$ cat config.mk
export PLATFORM = sky130hd
export DESIGN_NAME = ret_stack
export DESIGN_NICKNAME = d
export VERILOG_FILES = /design/src/rtl/retstk_pkg.sv /design/src/rtl/retstk_ctrl.sv /design/src/rtl/retstk_store.sv /design/src/rtl/ret_stack.sv
export SDC_FILE = /design/constraint.sdc
export NUM_CORES = 1
export LEC_CHECK = 0
export BUFFER_PORTS_ARGS = -buffer_cell sky130_fd_sc_hd__buf_2
export CAP_MARGIN = 20
export CORE_ASPECT_RATIO = 1.2
export CORE_UTILIZATION = 35
export CTS_CLUSTER_SIZE = 30
export DETAILED_ROUTE_END_ITERATION = 10
export GPL_ROUTABILITY_DRIVEN = 0
export PLACE_DENSITY = 0.52
export SLEW_MARGIN = 25
export SYNTH_ARGS = -nofsm -noshare
export SYNTH_HDL_FRONTEND = slang
export SYNTH_SLANG_ARGS = --single-unit
export TNS_END_PERCENT = 50
$ cat constraint.sdc
create_clock -name clk -period 2.9 [get_ports clk]
set_input_delay 0.435 -clock clk [delete_from_list [all_inputs] [get_ports clk]]
set_output_delay 0.435 -clock clk [all_outputs]
set_load 0.02 [all_outputs]
$ cat src/rtl/retstk_pkg.sv
package retstk_pkg;
    typedef enum logic [1:0] {
        OP_HOLD = 2'd0,
        OP_PUSH = 2'd1,
        OP_POP  = 2'd2,
        OP_SWAP = 2'd3
    } stk_op_e;
endpackage

$ cat src/rtl/retstk_ctrl.sv
module retstk_ctrl
    import retstk_pkg::*;
#(
    parameter int DEPTH = 6,
    localparam int LVL_W = $clog2(DEPTH + 1)
) (
    input  logic             clk,
    input  logic             rst,
    input  logic             push,
    input  logic             pop,
    output stk_op_e          op,
    output logic [LVL_W-1:0] level,
    output logic             ovf,
    output logic             unf
);
    localparam logic [LVL_W-1:0] LVL_MAX = LVL_W'(DEPTH);

    typedef struct packed {
        logic [LVL_W-1:0] level;
        logic             ovf;
        logic             unf;
    } ctrl_t;

    ctrl_t c_d, c_q;
    stk_op_e op_c;

    always_comb begin
        c_d     = c_q;
        c_d.ovf = 1'b0;
        c_d.unf = 1'b0;
        op_c    = OP_HOLD;
        if (push && pop) begin
            if (c_q.level == '0) begin
                op_c     = OP_PUSH;
                c_d.unf  = 1'b1;
                c_d.level = LVL_W'(1);
            end else begin
                op_c = OP_SWAP;
            end
        end else if (push) begin
            op_c = OP_PUSH;
            if (c_q.level == LVL_MAX) begin
                c_d.ovf = 1'b1;
            end else begin
                c_d.level = c_q.level + LVL_W'(1);
            end
        end else if (pop) begin
            if (c_q.level == '0) begin
                c_d.unf = 1'b1;
            end else begin
                op_c      = OP_POP;
                c_d.level = c_q.level - LVL_W'(1);
            end
        end
    end

    always_ff @(posedge clk) begin
        if (rst) c_q <= '0;
        else     c_q <= c_d;
    end

    assign op    = op_c;
    assign level = c_q.level;
    assign ovf   = c_q.ovf;
    assign unf   = c_q.unf;


    level_cap_chk: assert property (@(posedge clk) disable iff (rst)
        c_q.level <= LVL_MAX);


    ovf_full_chk: assert property (@(posedge clk) disable iff (rst)
        c_q.ovf |-> (c_q.level == LVL_MAX && !c_q.unf));


    unf_low_chk: assert property (@(posedge clk) disable iff (rst)
        c_q.unf |-> (c_q.level <= LVL_W'(1) && !c_q.ovf));


    push_rise_chk: assert property (@(posedge clk) disable iff (rst)
        (push && !pop && c_q.level != LVL_MAX) |=> (c_q.level != '0));
endmodule

$ cat src/rtl/retstk_store.sv
module retstk_store
    import retstk_pkg::*;
#(
    parameter int DEPTH = 6,
    parameter int PC_W  = 12
) (
    input  logic            clk,
    input  logic            rst,
    input  stk_op_e         op,
    input  logic [PC_W-1:0] wr_pc,
    input  logic            wr_irq,
    output logic [PC_W-1:0] top_pc,
    output logic            top_irq
);
    typedef struct packed {
        logic            irq;
        logic [PC_W-1:0] pc;
    } slot_t;

    typedef struct packed {
        slot_t [DEPTH-1:0] slot;
    } store_t;

    store_t s_d, s_q;
    slot_t  fresh;

    always_comb begin
        fresh = '{irq: wr_irq, pc: wr_pc};
        s_d   = s_q;
        case (op)
            OP_PUSH: begin
                s_d.slot[0] = fresh;
                for (int i = 1; i < DEPTH; i++) s_d.slot[i] = s_q.slot[i-1];
            end
            OP_POP: begin
                for (int i = 0; i < DEPTH - 1; i++) s_d.slot[i] = s_q.slot[i+1];
                s_d.slot[DEPTH-1] = '0;
            end
            OP_SWAP: s_d.slot[0] = fresh;
            default: ;
        endcase
    end

    always_ff @(posedge clk) begin
        if (rst) s_q <= '0;
        else     s_q <= s_d;
    end

    assign top_pc  = s_q.slot[0].pc;
    assign top_irq = s_q.slot[0].irq;


    swap_keep_chk: assert property (@(posedge clk) disable iff (rst)
        (op == OP_SWAP) |=> (s_q.slot[1] == $past(s_q.slot[1])));


    push_top_chk: assert property (@(posedge clk) disable iff (rst)
        (op == OP_PUSH) |=> (top_pc == $past(wr_pc) && top_irq == $past(wr_irq)));


    hold_keep_chk: assert property (@(posedge clk) disable iff (rst)
        (op == OP_HOLD) |=> $stable(s_q));
endmodule

$ cat src/rtl/ret_stack.sv
module ret_stack
    import retstk_pkg::*;
#(
    parameter int DEPTH = 6,
    parameter int PC_W  = 12,
    localparam int LVL_W = $clog2(DEPTH + 1)
) (
    input  logic             clk,
    input  logic             rst,
    input  logic             push,
    input  logic [PC_W-1:0]  push_pc,
    input  logic             push_irq,
    input  logic             pop,
    output logic [PC_W-1:0]  top_pc,
    output logic             top_irq,
    output logic [LVL_W-1:0] level,
    output logic             full,
    output logic             empty,
    output logic             overflow,
    output logic             underflow
);
    stk_op_e op;

    retstk_ctrl #(.DEPTH(DEPTH)) i_ctrl (
        .clk   (clk),
        .rst   (rst),
        .push  (push),
        .pop   (pop),
        .op    (op),
        .level (level),
        .ovf   (overflow),
        .unf   (underflow)
    );

    retstk_store #(.DEPTH(DEPTH), .PC_W(PC_W)) i_store (
        .clk     (clk),
        .rst     (rst),
        .op      (op),
        .wr_pc   (push_pc),
        .wr_irq  (push_irq),
        .top_pc  (top_pc),
        .top_irq (top_irq)
    );

    assign full  = (level == LVL_W'(DEPTH));
    assign empty = (level == '0);


    empty_zero_chk: assert property (@(posedge clk) disable iff (rst)
        empty |-> (top_pc == '0 && !top_irq));
endmodule

-- Word-level counts from Yosys, hierarchy flattened
Index checks and enable logic that the tools add are counted.
- logic and storage cells: 51
- flip-flop bits (word level): 83
- output and inout port bits: 20
- memory bits (read-only): 0
- input port bits: 17
- memories kept: 0
- latch bits: 0
- bits in writable memories: 0
- equality and inequality tests: 7
- $lt $le $gt $ge: 0
- shift-type cells: 0
- bitwise gates (word level): 1
- $mul: 0
- reduce and logical (&&, ||, !) cells: 8
- multiplexer cells: 18
- div/mod/pow operators: 0
- add/sub/neg operators: 2
- operators by type and width (operator ; number):
    65-bit one-hot mux with 2 select lines ; 1
    13-bit one-hot mux with 2 select lines ; 1
    3-bit two-way mux ; 6
    2-bit two-way mux ; 5
    3-bit by 2-bit != test with 1-bit output (second input constant) ; 2
    1-bit two-way mux ; 5
    2-bit equality test (second input constant) ; 2
    4-bit AND reduction ; 1
    2-bit nonzero test ; 2
    3-bit by 1-bit adder with 3-bit output (second input constant) ; 1
    3-bit equality test (second input constant) ; 1
    3-bit zero test ; 1
    3-bit nonzero test ; 1
    3-bit OR reduction ; 1
    3-bit by 1-bit subtractor with 3-bit output (second input constant) ; 1
    2-bit by 1-bit equality test with 1-bit output (second input constant) ; 1
    2-bit != test (second input constant) ; 1
    2-bit OR reduction ; 1
    1-bit logical AND ; 1
    1-bit inverter ; 1

-- Longest topological paths before layout
Gate-level depths: netlist of run 1.
- depth after elaboration: 8
- gate-level depth with buffers: 9
- mapped depth without buffers: 6

-- Cells and area by module
Synthesis of run 1 repeated with hierarchy kept, for this count alone.
- cell total of the unflattened synthesis: 427
- area total of the unflattened synthesis: 4026.4 µm²
- by module, submodules not included (module ; seq. area each (µm²) ; area an instance (µm²) ; cells each ; times used):
    retstk_store ; 1561.5 ; 3624.7 ; 381 ; 1
    retstk_ctrl ; 100.1 ; 387.9 ; 44 ; 1
    ret_stack ; 0.0 ; 13.8 ; 2 ; 1

-- Worst setup path after synthesis of run 1
OpenSTA, ideal clock, no wires.
- path type: flip-flop to flip-flop
- start point: register i_ctrl.c_q (netlist bit i_ctrl.level[2])
- end point: register i_store.s_q[44] in the netlist's numbering
- clock period less this slack: 2.399 ns
- data required time: 2.772 ns
- slack: 0.501 ns
- arrival: 2.271 ns
- cell stages (with the launch flop): 9
- setup time: 0.128 ns
- path buffers: 3
- path through: dfxtp_1 -> nor3_1 -> nor2b_1 -> ha_1 -> buf_2 -> buf_2 -> buf_4 -> mux2i_1 -> nor2_1
- cells in the longest elaborated chain, start to end: 7
- elaborated cells between the ends (all ways): 10
- those cells by class: 2 x eq/ne; 6 x mux; 2 x reduce/logical
- RTL lines (what ; line ; RTL):
    from (decl) ; retstk_ctrl.sv:24 ; ctrl_t c_d, c_q;
    from (signal assigned) ; retstk_ctrl.sv:58 ; if (rst) c_q <= '0;
    from (signal assigned) ; retstk_ctrl.sv:59 ; else c_q <= c_d;
    3-bit zero test * ; -- ;
    net empty ; ret_stack.sv:18 ; output logic empty,
    2-bit two-way mux ; retstk_ctrl.sv:48 ; if (c_q.level == '0) begin
    2-bit two-way mux ; retstk_ctrl.sv:47 ; end else if (pop) begin
    2-bit two-way mux ; retstk_ctrl.sv:40 ; end else if (push) begin
    2-bit two-way mux * ; retstk_ctrl.sv:32 ; if (push && pop) begin
    2-bit equality test or 2-bit by 1-bit equality test with 1-bit output (tied branches) ; retstk_store.sv:30 ; case (op)
    65-bit one-hot mux with 2 select lines or 2-bit nonzero test (tied branches) ; -- ;
    to (signal assigned) ; retstk_store.sv:45 ; if (rst) s_q <= '0;
    to (signal assigned) ; retstk_store.sv:46 ; else s_q <= s_d;
    to (decl) ; retstk_store.sv:24 ; store_t s_d, s_q;
The timed path passes the listed nets; every way through them passes the cells marked *.
A chain may end at the register's enable or synchronous reset.

-- Worst setup path in the final report of run 1
- start point: register i_ctrl.c_q (netlist bit i_ctrl.level[2])
- end point: register i_store.s_q[29] in the netlist's numbering
- cells in the longest elaborated chain, start to end: 7
- elaborated cells between the ends (all ways): 10
- those cells by class: 2 x eq/ne; 6 x mux; 2 x reduce/logical
- RTL lines (what ; line):
    3-bit zero test * ; retstk_ctrl.sv:33, retstk_ctrl.sv:48
    2-bit two-way mux ; retstk_ctrl.sv:48
    2-bit two-way mux ; retstk_ctrl.sv:47
    2-bit two-way mux ; retstk_ctrl.sv:40
    2-bit two-way mux * ; retstk_ctrl.sv:32
    2-bit equality test or 2-bit by 1-bit equality test with 1-bit output (tied branches) ; retstk_store.sv:30
    65-bit one-hot mux with 2 select lines or 2-bit nonzero test (tied branches) ; --
Mark *: on every way between the ends. The rest lies on a longest branch, timed or not.

==> results of run 1 <==
-- cell type report --
class | instances | area [µm²] | share of cell area (%)
multi-input combinational | 268 | 2130 | 46.4
inverter | 5 | 18.8 | 0.408
sequential | 83 | 1660 | 36.1
tap | 154 | 193 | 4.19
clock buffer | 12 | 256 | 5.58
timing repair buffer | 44 | 265 | 5.77
clock inverter | 4 | 72.6 | 1.58
-- report_power, final --
part | total (µW) | leakage, µW | internal, µW | switching (µW)
registers | 1200 | 0.000672 | 1170 | 29.9
logic | 457 | 0.00125 | 204 | 253
clock network | 1250 | 0.000159 | 800 | 447
total | 2910 | 0.00208 | 2180 | 730
-- registers in the layout, summed over array words and instances, names as in the netlist --
name,cells
i_ctrl.level,3
i_ctrl.ovf,1
i_ctrl.unf,1
i_store.s_q,65
i_store.top_irq,1
i_store.top_pc,12
-- cell families after synthesis --
family | count (synthesis) | share of synthesized area [%]
AOI/OAI and AO/OA | 24 | 3.87
xor gates and xnor gates | 1 | 0.215
adders and majority gates | 3 | 1.10
buffers and inverters | 48 | 7.24
DFF | 83 | 40.8
muxes | 131 | 34.3
and+or+nand+nor | 109 | 12.5
-- metal layers --
layer / up-vias / track usage, % / share of wire, %
met4: 0 / 9.51 / 2.8
met1: 1311 / 17.0 / 49
met3: 11 / 1.91 / 2.1
li1: 1385 / - / -
met2: 39 / 21.1 / 46
met5: - / 0 / 0
-- layout by cell type, fill, tap and decap left out, types with 3 or more instances in the layout --
master and instances:
mux2_1 65, buf_2 36, nor2b_1 3, buf_4 6
a21oi_1 16, clkbuf_16 9, mux2i_1 65, inv_1 5
dfxtp_1 83, nor3b_1 14, nor2_1 80
-- critical path, stage by stage (launching register included) --
cell and delay [ps]:
dfxtp_1 480, nor3_1 170, nor2b_1 250, ha_4 750, mux2_1 380, mux2i_1 140
nor2_1 60
-- metrics by stage --
step | setup WS [ps] | utilization, %
final | 481 | 41.1
after global routing | 248 | 41.1
after CTS | 472 | 41.1
after detailed placement | 420 | 38.2
after global placement | 476 | 38.2
after floorplan | 501 | -
-- worst max path at each step --
stage | slack, ps | cells past startpoint | startpoint | endpoint
6_report | 480 | 6 | i_ctrl.level[2] | i_store.s_q[29]
5_1_grt | 250 | 6 | i_ctrl.level[2] | i_store.s_q[27]
4_1_cts | 470 | 6 | i_ctrl.level[2] | i_store.s_q[29]
3_5_place_dp | 420 | 6 | pop | i_store.s_q[29]
3_3_place_gp | 480 | 6 | pop | i_store.s_q[13]
2_1_floorplan | 500 | 8 | i_ctrl.level[2] | i_store.s_q[44]
==> impl_metrics.json, run 1 <==
{
  "async_flop_share_pct": 0,
  "timing.fmax_ghz": 0.413,
  "timing.hold.ws_ps": 446,
  "cts_root_buffer": "clkbuf_16",
  "worst_pin_slew_ps": 895,
  "ys.flop_type": "dfxtp_1",
  "fin_skew_ps": 4.99,
  "clkSlewWorstSetupHoldPaths_ps": 60,
  "syn_inst": 399,
  "setup_viol": 0,
  "hold_start": "push_pc[11]",
  "worstRegToRegCells": 6,
  "rows": 42,
  "synthDistinctLibCells": 34,
  "die_width_um": 101,
  "cp-start-kind": "flip-flop",
  "boundaryPins": 37,
  "io_buffers": 36,
  "postRouteAntennaNets": 0,
  "regToRegStartpoint": "i_ctrl.level[2]",
  "irDropWorstVdd_mv": 0.227,
  "grt_max_degree": 66,
  "hold_class": "in2reg",
  "gr-total-overflow": 0,
  "power.leakage_uw": 0.00208,
  "hold_depth": 4,
  "outcome": "finished, final reports clean",
  "drtIter0Drc": 112,
  "synth_most_common_cell": "dfxtp_1",
  "netlist.area_leader.share_pct": 40.8,
  "die_area_mm2": 0.0121,
  "worstSetupPathType": "reg2reg",
  "synth_seq_cells": 83,
  "r2r_slack_ps": 480,
  "yosys_warnings": 0,
  "syn-cell-area_mm2": 0.00408,
  "antenna_found_initial": 0,
  "instances_no_fill": 570,
  "whs_endpoint": "i_store.top_pc[11]",
  "vias": 2746,
  "vias_per_cell": 4.82,
  "rsz0062_at_grt": "no",
  "ys_seq_area_share_pct": 40.8,
  "drive_gt1_share_pct": 15.4,
  "rr_endpoint": "i_store.s_q[29]",
  "end_kind": "flip-flop",
  "core_mm2": 0.0112,
  "clock_path_buffers": 2,
  "synthTopCellsByCount": "dfxtp_1 (83), nor2_1 (80), mux2_1 (65), mux2i_1 (65), buf_4 (17)",
  "report.final.slew_viol_count": 0,
  "clk_latency_ps": 340,
  "antenna_cells": 0,
  "holdBufCountCts": 0,
  "fillers": 1103,
  "drt_wl_total_um": 7430,
  "grtUsageTotal_pct": 13.5,
  "min_period_over_period_pct": 83.4,
  "synth.largest_area_cell": "dfxtp_1",
  "cts_setup_buffers": 0,
  "syn-num-nets": 419,
  "wire_per_inst_um": 13.0,
  "cp.arrival_ps": 2610,
  "cts_resized": 0,
  "cts_sinks": 83,
  "synth-edff-count": 0,
  "die_y_um": 120,
  "dr.pass1.iters": 4,
  "drc": 0,
  "crit_fanout": 65,
  "start_util_pct": 36.4,
  "area_growth_pct": 12.8,
  "final_hold_viol_count": 0,
  "setup_tns_ps": 0,
  "placed_cell_area_mm2": 0.00427,
  "grt_pass1_wl_um": 12700,
  "dp_hpwl_um": 4760,
  "stdcell_area_mm2": 0.00460,
  "max_slew_margin_pct": 40.4,
  "avgSynthCellArea_um2": 10.2,
  "ys_top_cells_by_area": "dfxtp_1 (41%), mux2_1 (18%), mux2i_1 (16%), nor2_1 (7.4%), buf_4 (3.1%)",
  "grt_pass1_vias": 2633,
  "nNetsFinal": 431,
  "cp.required_ps": 3090,
  "power.density_mw_per_mm2": 632,
  "placed_cells": 554,
  "cap_violations": 0,
  "cts_tree": "yes",
  "min_period_ps": 2420,
  "cts_htree_levels": 3,
  "numCtsBuffers": 9,
  "power_uw": 2910
}
No activity file was read; power rests on OpenSTA's default activity.
==> inputs of run 2 (changes only) <==
--- a/config.mk
+++ b/config.mk
@@ -5,6 +5,7 @@
 export SDC_FILE = /design/constraint.sdc
 export NUM_CORES = 1
 export LEC_CHECK = 0
+export ABC_AREA = 1
 export BUFFER_PORTS_ARGS = -buffer_cell sky130_fd_sc_hd__buf_2
 export CAP_MARGIN = 20
 export CORE_ASPECT_RATIO = 1.2
==> constraint.sdc (replaced) <==
create_clock -name clk -period 2.5 [get_ports clk]
set_input_delay 0.375 -clock clk [delete_from_list [all_inputs] [get_ports clk]]
set_output_delay 0.375 -clock clk [all_outputs]
set_load 0.02 [all_outputs]
==> run 2 against run 1 <==
Effect of this change:
- first-iteration DRC count rose by 79%
- setup slack gained 81 ps
- non-clock buffer count is 1 higher
- highest routed layer unchanged
==> impl_metrics.json, run 2 <==
{
  "worst_pin_slew_ps": 480,
  "cts_resized": 0,
  "holdBufCountCts": 0,
  "setup_tns_ps": 0,
  "grt_max_degree": 57,
  "end_kind": "flip-flop",
  "power_uw": 4280,
  "die_y_um": 121,
  "clk_latency_ps": 330,
  "final_hold_viol_count": 0,
  "placed_cell_area_mm2": 0.00428,
  "grt_pass1_vias": 3194,
  "fillers": 1277,
  "irDropWorstVdd_mv": 0.537,
  "power.density_mw_per_mm2": 936,
  "cts_sinks": 83,
  "largest_register": "i_store.s_q",
  "power.leakage_uw": 0.00230,
  "instances_no_fill": 781,
  "vias_per_cell": 4.57,
  "cts_root_buffer": "clkbuf_16",
  "cp.required_ps": 2730,
  "drive_gt1_share_pct": 10.7,
  "cts_htree_levels": 3,
  "syn_inst": 616,
  "boundaryPins": 37,
  "clkSlewWorstSetupHoldPaths_ps": 60,
  "ys.flop_type": "dfxtp_1",
  "final_common_cell": "inv_1",
  "wire_per_inst_um": 11.4,
  "syn-cell-area_mm2": 0.00413,
  "die_width_um": 101,
  "r2r_slack_ps": 560,
  "fin_skew_ps": 4.08,
  "antenna_cells": 0,
  "timing.fmax_ghz": 0.516,
  "startpoint": "i_ctrl.level[0]",
  "dr.pass1.iters": 4,
  "crit_fanout": 42,
  "min_period_ps": 1940,
  "multi_input_area_mm2": 0.00164,
  "utilization_pct": 39.7,
  "rows": 43,
  "yosys_warnings": 0,
  "netlist.area_leader.share_pct": 40.3,
  "avgSynthCellArea_um2": 6.70,
  "synth_seq_cells": 83,
  "io_buffers": 36,
  "cap_violations": 0,
  "cts_setup_buffers": 0,
  "synth_most_common_cell": "inv_1",
  "async_flop_share_pct": 0,
  "cp-start-kind": "flip-flop",
  "synthDistinctLibCells": 21,
  "report.final.slew_viol_count": 0,
  "rr_endpoint": "i_store.s_q[27]",
  "seqCellArea_mm2": 0.00166,
  "cts_tree": "yes",
  "grt_pass1_wl_um": 14700,
  "nNetsFinal": 640,
  "drc": 0,
  "drtIter0Drc": 201,
  "synthTopCellsByCount": "inv_1 (125), o21ai_1 (100), dfxtp_1 (83), nand2_1 (83), a21oi_1 (65)",
  "min_period_over_period_pct": 77.5,
  "postRouteAntennaNets": 0,
  "area_growth_pct": 10.8,
  "hold_class": "in2reg",
  "vias": 3570,
  "largest_register_ff_count": 65,
  "gr-total-overflow": 0,
  "numCtsBuffers": 9,
  "synth-edff-count": 0,
  "outcome": "finished, final reports clean",
  "ys_seq_area_share_pct": 40.3,
  "start_util_pct": 35.8,
  "crit_path_end": "i_store.s_q[27]",
  "setup_viol": 0,
  "regToRegStartpoint": "i_ctrl.level[0]",
  "max_slew_margin_pct": 68.0,
  "rsz0062_at_grt": "no",
  "syn-num-nets": 636,
  "ys_top_cells_by_area": "dfxtp_1 (40%), o21ai_1 (12%), inv_1 (11%), a21oi_1 (7.9%), nand2_1 (7.6%)",
  "final_cell_mix": "inv_1 (125), o21ai_1 (100), nand2_1 (83), dfxtp_1 (83), a21oi_1 (65)",
  "cp.arrival_ps": 2160,
  "placed_cells": 766,
  "dp_hpwl_um": 5560,
  "worstSetupPathType": "reg2reg",
  "stdcell_area_mm2": 0.00457,
  "die_area_mm2": 0.0122,
  "clock_path_buffers": 2,
  "worstRegToRegCells": 9,
  "antenna_found_initial": 0,
  "grtUsageTotal_pct": 15.2,
  "drt_wl_total_um": 8900,
  "synth.largest_area_cell": "dfxtp_1",
  "core_mm2": 0.0115
}
run 2: worst min-delay path by stage:
stage	start	to	slack (ps)	depth (start not counted)
after floorplan	i_store.s_q[65]	i_store.s_q[65]	480	2
after global placement	i_store.s_q[76]	i_store.s_q[76]	490	2
after detailed placement	i_store.s_q[74]	i_store.s_q[74]	510	2
after CTS	push_pc[11]	i_store.top_pc[11]	340	5
after global routing	push_pc[1]	i_store.top_pc[1]	370	5
final	push_pc[0]	i_store.top_pc[0]	350	5
run 2: kinds of logic (layout without fill, tap and decap cells):
group / Yosys count / in the layout / synth area share, %
adder cells (fa/ha/maj): 3 / 3 / 1.09
buffers and inverters: 182 / 190 / 20.2
AND/OR/NAND/NOR: 140 / 140 / 13.2
AO/OA/AOI/OAI: 208 / 208 / 25.2
flip-flops: 83 / 83 / 40.3
run 2: area by class of cell:
class,count,area share (%)
sequential,83,36.4
multi-input combinational,351,36.0
inverter,130,10.7
timing repair buffer,45,6.24
clock buffer,13,5.69
tap,157,4.30
clock inverter,2,0.766
run 2: layer usage:
layer  vias up  global-route usage, %  share of wire, %
met5         -                      0                 0
met2        35                   25.4                46
met4         0                   5.43              0.93
li1       1897                      -                 -
met1      1634                   19.1                51
met3         4                   3.40               2.2
run 2: where the power goes:
group | switching, µW | leakage, µW | internal [µW]
Sequential | 144 | 0.000686 | 1600
Combinational | 777 | 0.00146 | 427
Clock | 507 | 0.000146 | 822
Total | 1430 | 0.00230 | 2850
run 2: critical path, cell delays in order (launching register included):
cell,delay [ps]
dfxtp_1,410
nor2_1,80
nand2_1,100
inv_1,60
nor2_1,190
ha_4,480
buf_12,230
o21ai_1,90
o21ai_1,130
inv_1,50
run 2: through the flow:
stage / hold WS, ps / setup slack, ps
after floorplan: 479 / 654
after global placement: 494 / 593
after detailed placement: 506 / 559
after CTS: 340 / 553
after global routing: 371 / 315
final: 353 / 562
==> inputs of run 3 (changes only) <==
--- a/config.mk
+++ b/config.mk
@@ -13,7 +13,7 @@
 export CTS_CLUSTER_SIZE = 30
 export DETAILED_ROUTE_END_ITERATION = 10
 export GPL_ROUTABILITY_DRIVEN = 0
-export PLACE_DENSITY = 0.52
+export PLACE_DENSITY = 0.54
 export SLEW_MARGIN = 25
 export SYNTH_ARGS = -nofsm -noshare
 export SYNTH_HDL_FRONTEND = slang
==> constraint.sdc (replaced) <==
create_clock -name clk -period 1.7 [get_ports clk]
set_input_delay 0.255 -clock clk [delete_from_list [all_inputs] [get_ports clk]]
set_output_delay 0.255 -clock clk [all_outputs]
set_load 0.02 [all_outputs]
==> run 3 against run 2 <==
Effect of this change:
- critical path depth up 1
- via count rose by 0.50%
- die area unchanged
- utilization is 1.9 points higher
- cell area grew 4.7%
- count of clock-buffer cells in the layout up 1
- sequential power rose by 47%
- register-to-register slack got worse by 460 ps
- wire length down 1.4%
- setup slack got worse by 460 ps
- worst hold slack worse by 190 ps
- critical path type unchanged
- largest cell class unchanged
- highest routed layer unchanged
==> impl_metrics.json, run 3 (synthesized netlist as in run 2, its figures left out) <==
{
  "outcome": "finished, final reports clean",
  "max_slew_margin_pct": 72.6,
  "vias": 3588,
  "drt_wl_total_um": 8780,
  "clock_path_buffers": 2,
  "final_cell_mix": "inv_1 (124), o21ai_1 (100), nand2_1 (82), dfxtp_1 (80), a21oi_1 (65)",
  "worst_pin_slew_ps": 411,
  "timing.fmax_ghz": 0.625,
  "rsz0062_at_grt": "yes",
  "p_clk_share_pct": 30.7,
  "switchingPower_uw": 2160,
  "antenna_found_initial": 0,
  "area_growth_pct": 16.0,
  "largest_register_ff_count": 65,
  "internal_power_uw": 4460,
  "rows": 43,
  "p_sw_share_pct": 32.6,
  "min_period_ps": 1600,
  "preCtsSetupSlack_ps": 44.1,
  "regToRegStartpoint": "i_ctrl.level[1]",
  "core_mm2": 0.0115,
  "start_util_pct": 35.8,
  "cp.arrival_ps": 1830,
  "cp-start-kind": "flip-flop",
  "seq_power_share_pct": 38.8,
  "fillers": 1235,
  "worstSetupPathType": "reg2reg",
  "cap_violations": 0,
  "end_kind": "flip-flop",
  "critPathMaxStageDelay_ps": 350,
  "worstRegToRegCells": 10,
  "grt_max_degree": 43,
  "min_period_over_period_pct": 94.1,
  "die_y_um": 121,
  "postRouteAntennaNets": 0,
  "cp.required_ps": 1930,
  "cts_root_buffer": "clkbuf_16",
  "slowest_stage": "dfxtp_4",
  "finalWorstSetupSlack_ps": 101,
  "wire_per_inst_um": 11.1,
  "clk_latency_ps": 340,
  "hold_start": "rst",
  "nNetsFinal": 650,
  "crit_fanout": 17,
  "irDropWorstVdd_mv": 0.576,
  "grt_pass1_vias": 3215,
  "boundaryPins": 37,
  "dr.pass1.iters": 5,
  "grtUsageTotal_pct": 15.3,
  "drive_gt1_share_pct": 13.6,
  "io_buffers": 36,
  "clkSlewWorstSetupHoldPaths_ps": 60,
  "timing.hold.ws_ps": 163,
  "cts_tree": "yes",
  "die_area_mm2": 0.0122,
  "die_width_um": 101,
  "final_hold_viol_count": 0,
  "whs_endpoint": "i_ctrl.unf",
  "dp_hpwl_um": 5500,
  "gr-total-overflow": 0,
  "report.final.slew_viol_count": 0,
  "cp_top_family": "buffers and inverters",
  "rr_endpoint": "i_store.s_q[51]",
  "combPwrFrac_pct": 30.6,
  "drc": 0,
  "antenna_cells": 0,
  "fin_skew_ps": 4.69,
  "grt_pass1_wl_um": 14800,
  "hold_class": "in2reg",
  "path_cells": "nor2_4 -> nand2_2 -> inv_2 -> nor2_2 -> ha_4 -> buf_4 -> buf_12 -> a21oi_1 -> o21ai_1 -> inv_1",
  "worst-path-buf-inv": 4,
  "power.density_mw_per_mm2": 1380,
  "largest_register": "i_store.s_q",
  "r2r_slack_ps": 100,
  "final_common_cell": "inv_1",
  "numCtsBuffers": 9,
  "power.leakage_uw": 0.00239,
  "drtIter0Drc": 142,
  "hold_depth": 2,
  "cts_sinks": 83,
  "vias_per_cell": 4.54,
  "cts_htree_levels": 3,
  "setup_viol": 0
}
-- run 3: cell types whose count changed in the layout (fill, tap and decap cells not counted), moves of 2 or more --
cell,previous run,this run
clkbuf_16,9,11
nor2_2,1,3
buf_4,6,9
buf_12,3,8
dfxtp_4,0,2
dfxtp_1,83,80
clkbuf_8,2,4
nor2_1,49,46
-- run 3: timing repair --
| item | CTS | global route |
|---|---|---|
| resized for setup | 0 | 4 |
| setup endpoints to repair | 0 | 62 |
| hold buffers | 0 | 0 |
| buffers inserted | 0 | 3 |
-- run 3: how the worst max path moves through the flow --
stage                          startpoint         endpoint  slack, ps  depth (start not counted)
after floorplan           i_ctrl.level[1]  i_store.s_q[45]       -0.2                         10
after global placement    i_ctrl.level[1]  i_store.s_q[14]        110                          9
after detailed placement  i_ctrl.level[1]  i_store.s_q[21]         40                          9
after CTS                 i_ctrl.level[1]  i_store.s_q[51]         30                          9
after global routing      i_ctrl.level[0]  i_ctrl.level[2]        -10                         12
final                     i_ctrl.level[1]  i_store.s_q[51]        100                         10
-- run 3: area by class of cell --
| type | count | area (µm²) | share of cell area (%) |
|---|---|---|---|
| well taps | 157 | 196 | 4.10 |
| repair buffers | 55 | 458 | 9.57 |
| flip-flops and latches | 83 | 1670 | 34.9 |
| inverters | 130 | 488 | 10.2 |
| clock buffers | 14 | 284 | 5.93 |
| multi-input cells | 351 | 1660 | 34.7 |
| clock inverters | 1 | 30.0 | 0.627 |
-- run 3: metrics by stage --
step | power, µW | instances | util, % | instance area, µm² | setup TNS, ps
global route | 7080 | 791 | 41.6 | 4790 | -13.9
finish | 6620 | 791 | 41.6 | 4790 | 0
global placement | 4460 | 771 | 38.1 | 4390 | 0
detailed placement | 4520 | 771 | 38.1 | 4390 | 0
floorplan | 4080 | 616 | - | 4140 | -1.19
CTS | 6590 | 786 | 40.8 | 4700 | 0
-- run 3: power by group through the flow --
stage               clock network (µW)  logic [µW]  registers [µW]
floorplan                            0        1490            2590
global placement                     0        1880            2590
detailed placement                   0        1920            2600
CTS                               2100        1930            2560
global route                      2160        2310            2620
finish                            2030        2020            2570
-- run 3: per-layer routing --
metal	share of wire [%]	global-route usage (%)	vias to the layer above	wire length, µm
li1	-	-	1922	-
met1	48	19.2	1592	4230
met2	46	24.7	62	4020
met3	3.8	3.86	12	331
met4	2.2	6.61	0	194
met5	0	0	-	0
